==> config.mk <==
export PLATFORM = sky130hd
export DESIGN_NAME = stop_ctl
export DESIGN_NICKNAME = d
export VERILOG_FILES = /design/src/rtl/stopctl_pkg.sv /design/src/rtl/stop_mode_sel.sv /design/src/rtl/stop_wake_detect.sv /design/src/rtl/stop_seq.sv /design/src/rtl/stop_ctl.sv
export SDC_FILE = /design/constraint.sdc
export NUM_CORES = 1
export LEC_CHECK = 0
export ABC_AREA = 1
export CAP_MARGIN = 10
export CORE_AREA = 8 8 45 47
export DETAILED_ROUTE_END_ITERATION = 16
export DIE_AREA = 0 0 53 55
export PLACE_DENSITY = 0.76
export SYNTH_ARGS = -nofsm -noshare
export SYNTH_HDL_FRONTEND = slang
export SYNTH_HIERARCHICAL = 1
export SYNTH_SLANG_ARGS = --single-unit
==> constraint.sdc <==
create_clock -name clk -period 1.6 [get_ports clk]
set_input_delay 0.32 -clock clk [delete_from_list [all_inputs] [get_ports clk]]
set_output_delay 0.32 -clock clk [all_outputs]
set_load 0.1 [all_outputs]
==> src/rtl/stopctl_pkg.sv <==
package stopctl_pkg;

    typedef enum logic [1:0] {
        MODE_RUN     = 2'b00,
        MODE_SHALLOW = 2'b01,
        MODE_SHL_REG = 2'b10,
        MODE_DEEP    = 2'b11
    } stop_mode_e;

    typedef enum logic [1:0] {
        PH_RUN  = 2'b00,
        PH_STOP = 2'b01,
        PH_WAKE = 2'b10
    } stop_phase_e;

    typedef struct packed {
        logic stop_en;
        logic dbg_en;
        logic lvd_en;
        logic lvd_stop_en;
        logic pdown_sel;
    } stop_cfg_t;

    typedef struct packed {
        logic hit;
        logic by_pin;
    } wake_info_t;

    // Priority: debug first, then low-voltage hold, then power-down select.
    function automatic stop_mode_e pick_mode(input stop_cfg_t c);
        if (c.dbg_en)
            return MODE_SHALLOW;
        else if (c.lvd_en && c.lvd_stop_en)
            return MODE_SHL_REG;
        else if (c.pdown_sel)
            return MODE_DEEP;
        else
            return MODE_SHALLOW;
    endfunction

endpackage

==> src/rtl/stop_mode_sel.sv <==
module stop_mode_sel
    import stopctl_pkg::*;
(
    input  stop_cfg_t  cfg,
    output stop_mode_e mode,
    output logic       keep_clk,
    output logic       allowed
);
    always_comb begin
        mode     = pick_mode(cfg);
        keep_clk = cfg.dbg_en;
        allowed  = cfg.stop_en;
    end
endmodule

==> src/rtl/stop_wake_detect.sv <==
module stop_wake_detect
    import stopctl_pkg::*;
#(
    parameter int NSRC = 6
) (
    input  logic [NSRC-1:0] req,
    input  logic [NSRC-1:0] en,
    input  logic            pin,
    output logic            irq_hit,
    output wake_info_t      info
);
    logic [NSRC-1:0] masked;

    for (genvar i = 0; i < NSRC; i++) begin : g_mask
        assign masked[i] = req[i] & en[i];
    end

    always_comb begin
        irq_hit     = |masked;
        info.by_pin = pin;
        info.hit    = pin | irq_hit;
    end
endmodule

==> src/rtl/stop_seq.sv <==
module stop_seq
    import stopctl_pkg::*;
(
    input  logic       clk,
    input  logic       rst,
    input  logic       stop_req,
    input  logic       allowed,
    input  stop_mode_e sel_mode,
    input  logic       sel_keep_clk,
    input  logic       abort_hit,
    input  wake_info_t wk,
    output stop_phase_e phase,
    output stop_mode_e mode,
    output logic       keep_clk,
    output logic       ill_p,
    output logic       wake_p,
    output logic       cause_p,
    output logic       done_p
);
    always_ff @(posedge clk) begin
        if (rst) begin
            phase    <= PH_RUN;
            mode     <= MODE_RUN;
            keep_clk <= 1'b0;
            ill_p    <= 1'b0;
            wake_p   <= 1'b0;
            cause_p  <= 1'b0;
            done_p   <= 1'b0;
        end else begin
            ill_p   <= 1'b0;
            wake_p  <= 1'b0;
            cause_p <= 1'b0;
            done_p  <= 1'b0;
            unique case (phase)
                PH_RUN: begin
                    if (stop_req) begin
                        if (!allowed) begin
                            ill_p <= 1'b1;
                        end else if (abort_hit) begin
                            done_p <= 1'b1;
                        end else begin
                            phase    <= PH_STOP;
                            mode     <= sel_mode;
                            keep_clk <= sel_keep_clk;
                        end
                    end
                end
                PH_STOP: begin
                    if (wk.hit) begin
                        phase    <= PH_WAKE;
                        mode     <= MODE_RUN;
                        keep_clk <= 1'b0;
                        wake_p   <= 1'b1;
                        cause_p  <= wk.by_pin;
                    end
                end
                PH_WAKE: begin
                    phase  <= PH_RUN;
                    done_p <= 1'b1;
                end
                default: phase <= PH_RUN;
            endcase
        end
    end
endmodule

==> src/rtl/stop_ctl.sv <==
module stop_ctl
    import stopctl_pkg::*;
#(
    parameter int NSRC = 6
) (
    input  logic            clk,
    input  logic            rst,
    input  logic            stop_req,
    input  logic            stop_en,
    input  logic            dbg_en,
    input  logic            lvd_en,
    input  logic            lvd_stop_en,
    input  logic            pdown_sel,
    input  logic            rst_pin,
    input  logic [NSRC-1:0] wake_req,
    input  logic [NSRC-1:0] wake_en,
    output logic            clk_gate,
    output logic            int_clk_on,
    output logic            vreg_active,
    output logic            pdown,
    output logic            illegal_rst,
    output logic            wake,
    output logic            wake_cause,
    output logic            done,
    output logic [1:0]      mode_o
);
    stop_cfg_t   cfg;
    stop_mode_e  sel_mode, cur_mode;
    stop_phase_e phase;
    wake_info_t  wk;
    logic        sel_keep, allowed, irq_hit, keep_q;

    assign cfg = '{stop_en: stop_en, dbg_en: dbg_en, lvd_en: lvd_en,
                   lvd_stop_en: lvd_stop_en, pdown_sel: pdown_sel};

    stop_mode_sel u_sel (
        .cfg      (cfg),
        .mode     (sel_mode),
        .keep_clk (sel_keep),
        .allowed  (allowed)
    );

    stop_wake_detect #(.NSRC(NSRC)) u_wake (
        .req     (wake_req),
        .en      (wake_en),
        .pin     (rst_pin),
        .irq_hit (irq_hit),
        .info    (wk)
    );

    stop_seq u_seq (
        .clk          (clk),
        .rst          (rst),
        .stop_req     (stop_req),
        .allowed      (allowed),
        .sel_mode     (sel_mode),
        .sel_keep_clk (sel_keep),
        .abort_hit    (irq_hit),
        .wk           (wk),
        .phase        (phase),
        .mode         (cur_mode),
        .keep_clk     (keep_q),
        .ill_p        (illegal_rst),
        .wake_p       (wake),
        .cause_p      (wake_cause),
        .done_p       (done)
    );

    always_comb begin
        clk_gate    = (phase == PH_STOP);
        int_clk_on  = keep_q;
        vreg_active = (cur_mode == MODE_SHL_REG);
        pdown       = (cur_mode == MODE_DEEP);
        mode_o      = cur_mode;
    end
endmodule

### Word level (Yosys, flattened, before mapping)

Cells that the tools add are included.

* bits in latches: 0
* memories: 0
* word-level logic and storage cells: 59
* output and inout bits: 10
* bits in registers: 9
* bits of input ports: 21
* memory bits (writable): 0
* ROM bits: 0

* magnitude comparators: 0
* muxes and demuxes: 24
* divide/modulo/power cells: 0
* reduce and logical (&&, ||, !) cells: 9
* shift-type cells: 0
* eq/ne operators: 8
* multiply operators: 0
* bitwise logic cells: 11
* $add $sub $neg: 0

Operators by type and width (number)
* $mux 2: 11
* $mux 1: 9
* $pmux 2 s2: 2
* $and 1x1->1: 6
* $eq 2x2->1 const B: 3
* $ne 2x2->1 const B: 3
* $reduce_or 3->1: 2
* $reduce_or 6->1: 1
* $reduce_and 5->1: 1
* $not 1->1: 4
* $pmux 1 s2: 2
* $reduce_and 4->1: 1
* $eq 2x1->1 const B: 1
* $logic_not 2->1: 1
* $ne 2x1->1 const B: 1
* $reduce_bool 2->1: 1
* $reduce_or 2->1: 1
* $logic_and 1x1->1: 1
* $or 1x1->1: 1

### Logic depth before layout (Yosys ltp)

Gate-level depths: netlist of the first run.

* depth after elaboration: 7
* gate-level depth with buffers: 8
* depth with buffers taken out: 8

### Hierarchy

Netlist of the first run, hierarchy kept.

Modules (own cells, without submodules)
* stop_seq: times used 1, seq. area each 180.2 sq um, cells each 37, area an instance 334.1 sq um
* stop_wake_detect: times used 1, seq. area each 0.0 sq um, cells each 15, area an instance 63.8 sq um
* stop_mode_sel: times used 1, seq. area each 0.0 sq um, cells each 6, area an instance 38.8 sq um
* stop_ctl: times used 1, seq. area each 0.0 sq um, cells each 6, area an instance 25.0 sq um

### Worst setup path before layout of the first run

Ideal clock, no wire load.

* path type: register -> output
* start point: register u_seq.mode[1]
* end point: output vreg_active
* cell stages (with the launch flop): 3
* path slack: -0.625 ns
* data arrival time: 1.905 ns
* required time: 1.280 ns
* path buffers: 0
* cell sequence: dfxtp_1 inv_1 nor2_2

* longest elaborated chain between the ends: 1

RTL lines
* start, declared: RTL line stop_seq.sv:13 `output stop_mode_e mode,`
* start signal, assigned: RTL line stop_seq.sv:43 `mode <= sel_mode;`
* $eq 2x2->1: RTL line stop_ctl.sv:72 `vreg_active = (cur_mode == MODE_SHL_REG);`
* end, declared: RTL line stop_ctl.sv:19 `output logic vreg_active,`

No other way between the ends.

### Worst setup path in the final report of the first run

* start point: input wake_en[3]
* end point: register u_seq.mode[1]

* longest elaborated chain between the ends: 5
* elaborated cells on any way between the ends: 6
* those cells by class: eq/ne (2); bitwise (2); reduce/logical (2)

RTL lines
* start, declared: RTL line stop_ctl.sv:16 `input logic [NSRC-1:0] wake_en,`
* $and 1x1->1 (*): RTL line stop_wake_detect.sv:15 `assign masked[i] = req[i] & en[i];`
* $reduce_or 6->1 (*): RTL line stop_wake_detect.sv:19 `irq_hit = |masked;`
* via irq_hit: RTL line stop_ctl.sv:31 `logic sel_keep, allowed, irq_hit, keep_q;`
* $or 1x1->1: RTL line stop_wake_detect.sv:21 `info.hit = pin | irq_hit;`
* $ne 2x1->1 (no line)
* $reduce_and 5->1 (no line) (*)

Mark *: on every way through the listed nets, which the timed path passes. The rest lies on a longest branch.
A chain may end at the register's enable or synchronous reset.

==> results.yml, run 1 <==
critical_path:
  crit_top_cell: "nand2_1"
  worstSetupStartpointType: "primary input"
  worstPathCellList: "clkdlybuf4s50_1 -> nand2_1 -> nand2_1 -> nor2_2 -> nand2_1 -> nor2_4 -> nand2_2 -> nand3_1 -> a21oi_1"
  crit_buf_inv: 1
  crit_arrival_ns: 1.46
  slowest_stage: "clkdlybuf4s50_1"
  cp_top_family: "simple AND/OR/NAND/NOR gates"
  cp-end-kind: "flop"
  path_class: "in -> reg"
  path_max_fanout: 4
  cp.required_ns: 1.73
  slowest_delay_ns: 0.41
synth:
  synth-seq-cells: 9
  synth.largest_area_cell: "dfxtp_1"
  synthTopCellsByCount: "16 x nand2_1, 9 x dfxtp_1, 7 x nand3_1, 6 x inv_1"
  yosys.cell_count.top_type: "nand2_1"
  yosys-top-cells-area: "dfxtp_1 39%, nand2_1 13%, nand3_1 7.6%, nor2_2 5.4%, buf_4 4.9%"
  synth_mux_area_share_pct: 0
  synth-simple-area-share_pct: 42.3
  async_reset_ff_share_pct: 0
  synth_edf_count: 0
  synth-warning-count: 6
  ys_types: 17
  synth-compound-area-share_pct: 6.23
  synth_fa_ha_area_share_pct: 0
  synth_top_family_by_area: "simple AND/OR/NAND/NOR gates"
  synth_top_area_share_pct: 39.0
  synth_area_um2: 462
  synth_ff_type: "dfxtp_1"
  avgSynthCellArea_um2: 7.21
  synth-seq-area-share_pct: 39.0
  syn_inst: 64
  synth-xor-area-share_pct: 0
  syn-num-nets: 85
timing:
  whs_ns: 0.527
  finClkSkew_ns: 0.00407
  hold_viol_final: 0
  relSlewSlack_pct: 78.4
  setup_viol: 0
  timing.fmax_ghz: 0.750
  rsz0062_at_grt: "false"
  fin_crit_ns: 1.33
  max_slew.worst_pin.slew_ns: 0.323
  final.period_utilization_pct: 83.3
  maxSlewViolCount: 0
  finalSetupTns_ns: 0
  setup_ws_ns: 0.268
floorplanning:
  die_w_um: 53
  start_util_pct: 33.4
  die_height_um: 55
  ios: 31
  row_count: 14
  coreArea_mm2: 0.00138
  dieArea_mm2: 0.00292
global_routing:
  grt_pass1_wl_um: 2090
  grt_pass1_vias: 524
  grt_overflow: 0
  antenna_found_initial: 0
  grt_max_degree: 10
  grt_usage_pct: 9.36
route:
  drt-total-wl_um: 1140
  route.detailed.drc: 0
  wl_per_cell_um: 10.4
  drtIter0Drc: 6
  ant_nets: 0
  dr.pass1.iters: 4
  avgViaCountPerCell: 4.60
  vias: 506
clock_network:
  cts-buffers-inserted: 3
  cts_root_buffer: "clkbuf_4"
  cts_hold_buf: 0
  ctsResizeCount: 0
  clock_latency_ns: 0.25
  clock-sinks: 9
  post_cts_buffers: 0
  cts_tree: "built"
  clk_path_buf_depth: 2
  clkSlewWorstSetupHoldPaths_ns: 0.06
  htreeDepth: 1
power_and_ir_drop:
  p_per_area_mw_per_mm2: 614
  comb_power_share_pct: 26.6
  p_switching_mw: 0.150
  power_frac_seq_pct: 42.8
  peakVddDrop_mv: 0.385
  p_sw_share_pct: 27.3
  internal-power_mw: 0.399
  p_leak_nw: 0.356
  clockPowerShare_pct: 30.7
placement:
  post-dp-hpwl_um: 1060
  place_congestion: 0.847
  port_buffers: 30
  place_ws_ns: -0.00287
cells_and_area:
  area_growth_pct: 93.8
  diodes: 0
  fin_util_pct: 64.6
  nets: 116
  drive_above_1_share_pct: 31.9
min_path:
  hold_path.class: "reg -> reg"
outcome:
  status: "complete, no violations"
flow_run:
  max_cap_violations: 0
[tightest hold or removal path: cells and delay by family, from the launching register on]
family,cells,cell delay (ns)
DFF,1,0.35
AOI/OAI and AO/OA,1,0.06
and+or+nand+nor,1,0.08
[power by group through the flow]
stage	Clock [mW]	Sequential (mW)	Combinational, mW
floorplan	0	0.269	0.0451
global placement	0	0.240	0.145
detailed placement	0	0.240	0.147
CTS	0.172	0.235	0.147
global route	0.192	0.235	0.156
finish	0.168	0.235	0.146
[cell families after synthesis]
| family | count (synthesis) |
|---|---|
| flops | 9 |
| compound gates | 5 |
| buf+inv | 12 |
| simple gates | 38 |
[layout by cell type (no fill, tap or decap), drive strengths merged]
master	count
nand3	8
clkdlybuf4s50	20
nand4	1
clkbuf	4
nand2	19
dfxtp	9
nor2	8
nor3b	1
a21oi	5
inv	7
nor3	1
buf	10
clkinvlp	1
[registers in the layout, summed over array words and instances, names as in the netlist]
register	flops
u_seq/mode	2
u_seq/keep_clk	1
u_seq/wake_p	1
u_seq/ill_p	1
u_seq/cause_p	1
u_seq/phase	2
u_seq/done_p	1
[final timing paths]
| kind | start | to | slack [ns] | cells past startpoint |
|---|---|---|---|---|
| worst max-delay path | wake_en[3] | u_seq/mode[1]$_SDFFE_PP0P_ | 0.27 | 9 |
| worst min register to register | u_seq/mode[1]$_SDFFE_PP0P_ | u_seq/mode[1]$_SDFFE_PP0P_ | 0.53 | 2 |
| worst max register to register | u_seq/phase[1]$_SDFFE_PP0P_ | u_seq/mode[1]$_SDFFE_PP0P_ | 0.60 | 4 |
| worst min-delay path | u_seq/mode[1]$_SDFFE_PP0P_ | u_seq/mode[1]$_SDFFE_PP0P_ | 0.53 | 2 |
[stage by stage]
step | cells | power (mW) | area (um^2)
3_5_place_dp | 106 | 0.387 | 868
3_3_place_gp | 106 | 0.385 | 868
4_1_cts | 110 | 0.555 | 895
6_report | 110 | 0.550 | 895
5_1_grt | 110 | 0.584 | 895
2_1_floorplan | 64 | 0.314 | 475
[metal layers]
metal  vias up  share of wire (%)  global-route usage [%]
met5         -                  0                       0
met3         2                 15                    5.88
met1       216                 36                    9.01
met4         0               0.61                    3.88
met2        28                 48                    15.8
li1        260                  -                       -
[layout make-up]
cell class / instances / area, um^2
fillers: 120 / 489
repair buffers: 30 / 400
multi-input cells: 43 / 231
flip-flops and latches: 9 / 183
inverters: 8 / 33.8
clock buffers: 4 / 26.3
well taps: 16 / 20.0
(Power assumes the default switching activity.)
==> run 2: changes to the inputs <==
Settings changed: CORE_AREA 8 8 45 47 to default, CORE_MARGIN from default to 8, CORE_UTILIZATION from default to 30, DIE_AREA 0 0 53 55 to default, PLACE_DENSITY 0.76 to 0.7.
Clock period 1.6 ns to 1.22 ns, I/O delays scaled along.
==> run 2 against run 1 <==
  * The flow now finishes with violations (negative setup slack)
  * Clock-buffer cell count unchanged
  * Core utilization up 4.7 points
  * Power up 36%
  * Die area up 4.6%
  * Clock power up 41%
  * Sequential power up 30%
  * Design area up 14%
  * First-iteration DRC count up 17%
  * Largest cell class unchanged
==> results.yml, run 2 (synthesized netlist as in run 1, its figures left out) <==
outcome:
  status: "finished with violations"
  violations: "negative setup slack"
timing:
  maxSlewViolCount: 0
  fin_crit_ns: 1.22
  finClkSkew_ns: 0.00644
  max_slew.worst_pin.slew_ns: 0.408
  final.period_utilization_pct: 100
  hold_viol_final: 0
  rsz0062_at_grt: "true"
  relSlewSlack_pct: 72.7
  setup_viol: 1
  timing.fmax_ghz: 0.818
  setup_ws_ns: -0.00256
clock_network:
  cts-buffers-inserted: 3
  clk_path_buf_depth: 2
  clkSlewWorstSetupHoldPaths_ns: 0.07
  cts_hold_buf: 0
  cts_tree: "built"
  clock-sinks: 9
  cts_root_buffer: "clkbuf_4"
  clock_latency_ns: 0.26
  htreeDepth: 1
route:
  ant_nets: 0
  dr.pass1.iters: 4
  vias: 545
  avgViaCountPerCell: 4.70
  drtIter0Drc: 7
  drt-total-wl_um: 1310
  route.detailed.drc: 0
  wl_per_cell_um: 11.3
critical_path:
  cp.required_ns: 0.98
  cp-startpoint: "u_seq/mode[1]$_SDFFE_PP0P_"
  worstPathCellList: "inv_2 -> nor2_4 -> buf_12"
  path_max_fanout: 4
  endpoint: "vreg_active"
  r2r_cells: 4
  timing.rr.start: "u_seq/phase[0]$_SDFFE_PP0P_"
  path_class: "reg -> out"
  slowest_stage: "dfxtp_4"
  crit_arrival_ns: 0.98
  slowest_delay_ns: 0.39
  cp-end-kind: "primary output"
  rrSetupSlack_ns: 0.12
  r2r_end: "u_seq/done_p$_SDFF_PP0_"
  worstSetupStartpointType: "flop"
cells_and_area:
  final_common_cell: "nand2_1"
  diodes: 0
  area_growth_pct: 121
  nets: 122
  drive_above_1_share_pct: 49.0
  final_cells: 116
  final_cell_mix: "14 x nand2_1, 12 x clkdlybuf4s50_1, 10 x buf_12"
  fill_cells: 124
  largestRegisters: "u_seq/mode x2, u_seq/phase x2"
power_and_ir_drop:
  p_per_area_mw_per_mm2: 732
  p_leak_nw: 0.481
  peakVddDrop_mv: 0.583
  power_mw: 0.747
global_routing:
  grt_usage_pct: 7.86
  antenna_found_initial: 0
  grt_max_degree: 10
  grt_pass1_wl_um: 2060
  grt_overflow: 0
  grt_pass1_vias: 508
floorplanning:
  ios: 31
  dieArea_mm2: 0.00305
  die_height_um: 55.2
  row_count: 14
  start_util_pct: 31.4
  die_w_um: 55.2
  coreArea_mm2: 0.00147
min_path:
  hold_path.class: "reg -> reg"
placement:
  post-dp-hpwl_um: 1050
  dpl.cell_count: 108
  place_congestion: 0.781
  port_buffers: 30
flow_run:
  max_cap_violations: 0
-- run 2: cell type report --
type | instances | area [um^2] | share of cell area (%)
tap | 16 | 20.0 | 1.96
multi-input combinational | 43 | 284 | 27.8
inverter | 8 | 33.8 | 3.31
sequential | 9 | 191 | 18.8
timing repair buffer | 36 | 465 | 45.6
clock buffer | 4 | 26.3 | 2.57
-- run 2: layer usage --
layer  share of wire (%)  global-route usage, %  vias up  routed length [um]
li1                    -                      -      269                   -
met1                  38                   7.39      240                 505
met2                  47                   13.0       29                 621
met3                  11                   4.79        7                 149
met4                 2.7                   4.23        0                  35
met5                   0                      0        -                   0
-- run 2: worst min path at each step --
stage	startpoint	endpoint	depth (start not counted)
after floorplan	stop_req	u_seq/ill_p$_SDFF_PP0_	2
after global placement	u_seq/keep_clk$_SDFFE_PP0P_	u_seq/keep_clk$_SDFFE_PP0P_	2
after detailed placement	u_seq/keep_clk$_SDFFE_PP0P_	u_seq/keep_clk$_SDFFE_PP0P_	2
after CTS	u_seq/keep_clk$_SDFFE_PP0P_	u_seq/keep_clk$_SDFFE_PP0P_	2
after global routing	u_seq/keep_clk$_SDFFE_PP0P_	u_seq/keep_clk$_SDFFE_PP0P_	2
final	u_seq/keep_clk$_SDFFE_PP0P_	u_seq/keep_clk$_SDFFE_PP0P_	2
-- run 2: worst max-delay path: cells and delay by family (launching register included) --
kind,cells,cell delay (ns)
DFF,1,0.39
buffers and inverters,2,0.23
and+or+nand+nor,1,0.09
-- run 2: what timing repair did --
action                     CTS  global route
setup buffers                0             4
setup endpoints to repair    5             6
pin swaps                    2            11
gates resized for setup      4            18
-- run 2: report_power, final --
group	total (mW)	switching, mW	internal, mW	leakage, nW
Clock	0.237	0.111	0.126	0.0150
Sequential	0.306	0.00835	0.297	0.0760
Combinational	0.205	0.102	0.102	0.390
-- run 2: metrics by stage --
step	utilization, %	hold slack, ns	TNS [ns]	setup WS, ns	instance area (um^2)
floorplan	-	0.369	-0.233	-0.175	487
detailed placement	60.8	0.500	-1.45	-0.301	895
CTS	63.2	0.509	-0.00818	-0.00818	930
global placement	60.8	0.489	-1.32	-0.267	895
global route	69.4	0.502	-0.0913	-0.0289	1020
finish	69.4	0.489	-0.00256	-0.00256	1020
==> run 3: changes to the inputs <==
Settings changed: CORE_UTILIZATION 30 to 29, PLACE_DENSITY 0.7 to 0.71, SYNTH_HIERARCHICAL 1 to default.
==> run 3 against run 2 <==
  * The run now ends clean
  * Flip-flop and latch count is the same
  * Worst setup slack better by 0.013 ns
  * Routed wire length grew 19%
  * Sequential share of layout area shrank 0.33 points
  * Via count did not move
  * Synthesized cell count fell by 9.4%
  * Die area fell by 4.4%
  * Core utilization is 8.0 points higher
  * Final cell count rose by 1.7%
  * Critical path type unchanged
  * Highest routed layer unchanged
==> results.yml, run 3 <==
clock_network:
  clock_latency_ns: 0.26
  cts_tree: "built"
  cts_hold_buf: 0
  cts-buffers-inserted: 3
  clk_path_buf_depth: 2
  clock-sinks: 9
  clkSlewWorstSetupHoldPaths_ns: 0.06
  cts_root_buffer: "clkbuf_4"
  htreeDepth: 1
floorplanning:
  row_count: 13
  coreArea_mm2: 0.00133
  start_util_pct: 31.4
  die_w_um: 54.0
  die_height_um: 54.0
  ios: 31
  dieArea_mm2: 0.00292
critical_path:
  path_max_fanout: 3
  worstSetupStartpointType: "flop"
  path_class: "reg -> out"
  cp.required_ns: 0.98
  cp-end-kind: "primary output"
  crit_arrival_ns: 0.97
timing:
  hold_viol_final: 0
  setup_ws_ns: 0.0105
  final.period_utilization_pct: 99.1
  max_slew.worst_pin.slew_ns: 0.170
  maxSlewViolCount: 0
  fin_crit_ns: 1.21
  relSlewSlack_pct: 88.7
  rsz0062_at_grt: "true"
  finClkSkew_ns: 0.00461
  timing.fmax_ghz: 0.827
  setup_viol: 0
power_and_ir_drop:
  comb_power_share_pct: 30.5
  p_per_area_mw_per_mm2: 748
  peakVddDrop_mv: 0.496
  power_frac_seq_pct: 39.6
  p_leak_nw: 0.507
  p_sw_share_pct: 29.7
  clockPowerShare_pct: 29.9
  internal-power_mw: 0.543
  p_switching_mw: 0.229
placement:
  dpl-instance-area_um2: 908
  dpl.cell_count: 108
  post-dp-hpwl_um: 1210
  place_congestion: 0.800
  port_buffers: 30
  place_ws_ns: -0.266
route:
  dr.pass1.iters: 4
  ant_nets: 0
  avgViaCountPerCell: 4.62
  wl_per_cell_um: 13.2
  drt-total-wl_um: 1560
  vias: 545
  drtIter0Drc: 10
  route.detailed.drc: 0
global_routing:
  grt_usage_pct: 10.2
  grt_max_degree: 6
  grt_pass1_vias: 543
  grt_overflow: 0
  antenna_found_initial: 0
  grt_pass1_wl_um: 2200
synth:
  syn_inst: 58
  ys_types: 16
  synth_ff_type: "dfxtp_1"
  async_reset_ff_share_pct: 0
  avgSynthCellArea_um2: 7.23
  yosys.cell_count.top_type: "nand2_1"
  syn-num-nets: 79
  synth.largest_area_cell: "dfxtp_1"
  synth_edf_count: 0
  synth-warning-count: 0
  synth_area_um2: 419
  synthTopCellsByCount: "11 x nand2_1, 9 x dfxtp_1, 9 x inv_1, 7 x nand3_1, 7 x nor2_1"
  synth_top_area_share_pct: 43.0
  synth-seq-area-share_pct: 43.0
  synth-seq-cells: 9
  yosys-top-cells-area: "dfxtp_1 43%, nand2_1 9.9%, nand3_1 8.4%, inv_1 8.1%, nor2_1 6.3%"
cells_and_area:
  fill_cells: 85
  final_cells: 118
  area_growth_pct: 146
  nets: 125
  final_cell_mix: "13 x clkdlybuf4s50_1, 11 x buf_4, 10 x buf_12"
  drive_above_1_share_pct: 47.6
  final_area_mm2: 0.00103
  largestRegisters: "u_seq.mode x2, u_seq.phase x2"
  diodes: 0
  final_common_cell: "clkdlybuf4s50_1"
outcome:
  status: "complete, no violations"
flow_run:
  max_cap_violations: 0
min_path:
  hold_path.class: "in -> reg"
run 3: worst paths after layout:
path / start / end / slack (ns) / cells past startpoint
min reg2reg: u_seq.phase[1]$_SDFFE_PP0P_ / u_seq.done_p$_SDFF_PP0_ / 0.54 / 2
max reg2reg: u_seq.phase[1]$_SDFFE_PP0P_ / u_seq.mode[0]$_SDFFE_PP0P_ / 0.04 / 5
max: u_seq.mode[1]$_SDFFE_PP0P_ / vreg_active / 0.01 / 3
min: wake_req[3] / u_seq.phase[0]$_SDFFE_PP0P_ / 0.52 / 6
run 3: critical path, stage by stage, from the launching register on:
cell	delay [ns]
dfxtp_4	0.37
inv_2	0.05
nor2_4	0.10
buf_12	0.18
run 3: cell families (layout without fill, tap and decap cells):
kind of cell	count (synthesis)	after routing	synth area share, %
AOI/OAI and AO/OA	7	7	10.1
buffers and inverters	9	54	8.06
DFF	9	9	43.0
and+or+nand+nor	33	33	38.8
run 3: power by group through the flow:
stage	Combinational, mW	Clock (mW)	Sequential [mW]
floorplan	0.0544	0	0.352
detailed placement	0.215	0	0.312
CTS	0.220	0.236	0.305
global placement	0.212	0	0.311
global route	0.248	0.258	0.306
finish	0.236	0.231	0.306
run 3: metal layers:
| metal | GRT usage [%] | share of wire (%) | routed length [um] | vias to the layer above |
|---|---|---|---|---|
| li1 | - | - | - | 277 |
| met4 | 7.38 | 1.3 | 21 | 0 |
| met3 | 3.03 | 6.0 | 93 | 4 |
| met1 | 10.5 | 41 | 643 | 243 |
| met5 | 0 | 0 | 0 | - |
| met2 | 17.4 | 51 | 801 | 21 |
run 3: final cells by class:
| cell class | instances | area, um^2 | area share, % |
|---|---|---|---|
| Sequential cell | 9 | 190 | 18.4 |
| Inverter | 9 | 37.5 | 3.64 |
| Tap cell | 15 | 18.8 | 1.82 |
| Timing Repair Buffer | 41 | 500 | 48.5 |
| Clock buffer | 4 | 26.3 | 2.55 |
| Multi-Input combinational cell | 40 | 259 | 25.1 |
run 3: through the flow:
stage	hold slack [ns]	utilization [%]	total power, mW	setup TNS (ns)
finish	0.520	77.4	0.772	0
CTS	0.520	72.2	0.761	0
global placement	0.490	68.1	0.524	-1.05
global route	0.543	77.4	0.812	-0.0859
detailed placement	0.514	68.1	0.527	-1.27
floorplan	0.297	-	0.406	-0.380
run 3: what timing repair did:
action / CTS / global route
endpoints found under the hold margin: 0 / 0
resized for setup: 4 / 14
pin swaps: 2 / 13
endpoints found under the setup margin: 4 / 6
cloned: 0 / 0
buffers inserted: 3 / 4
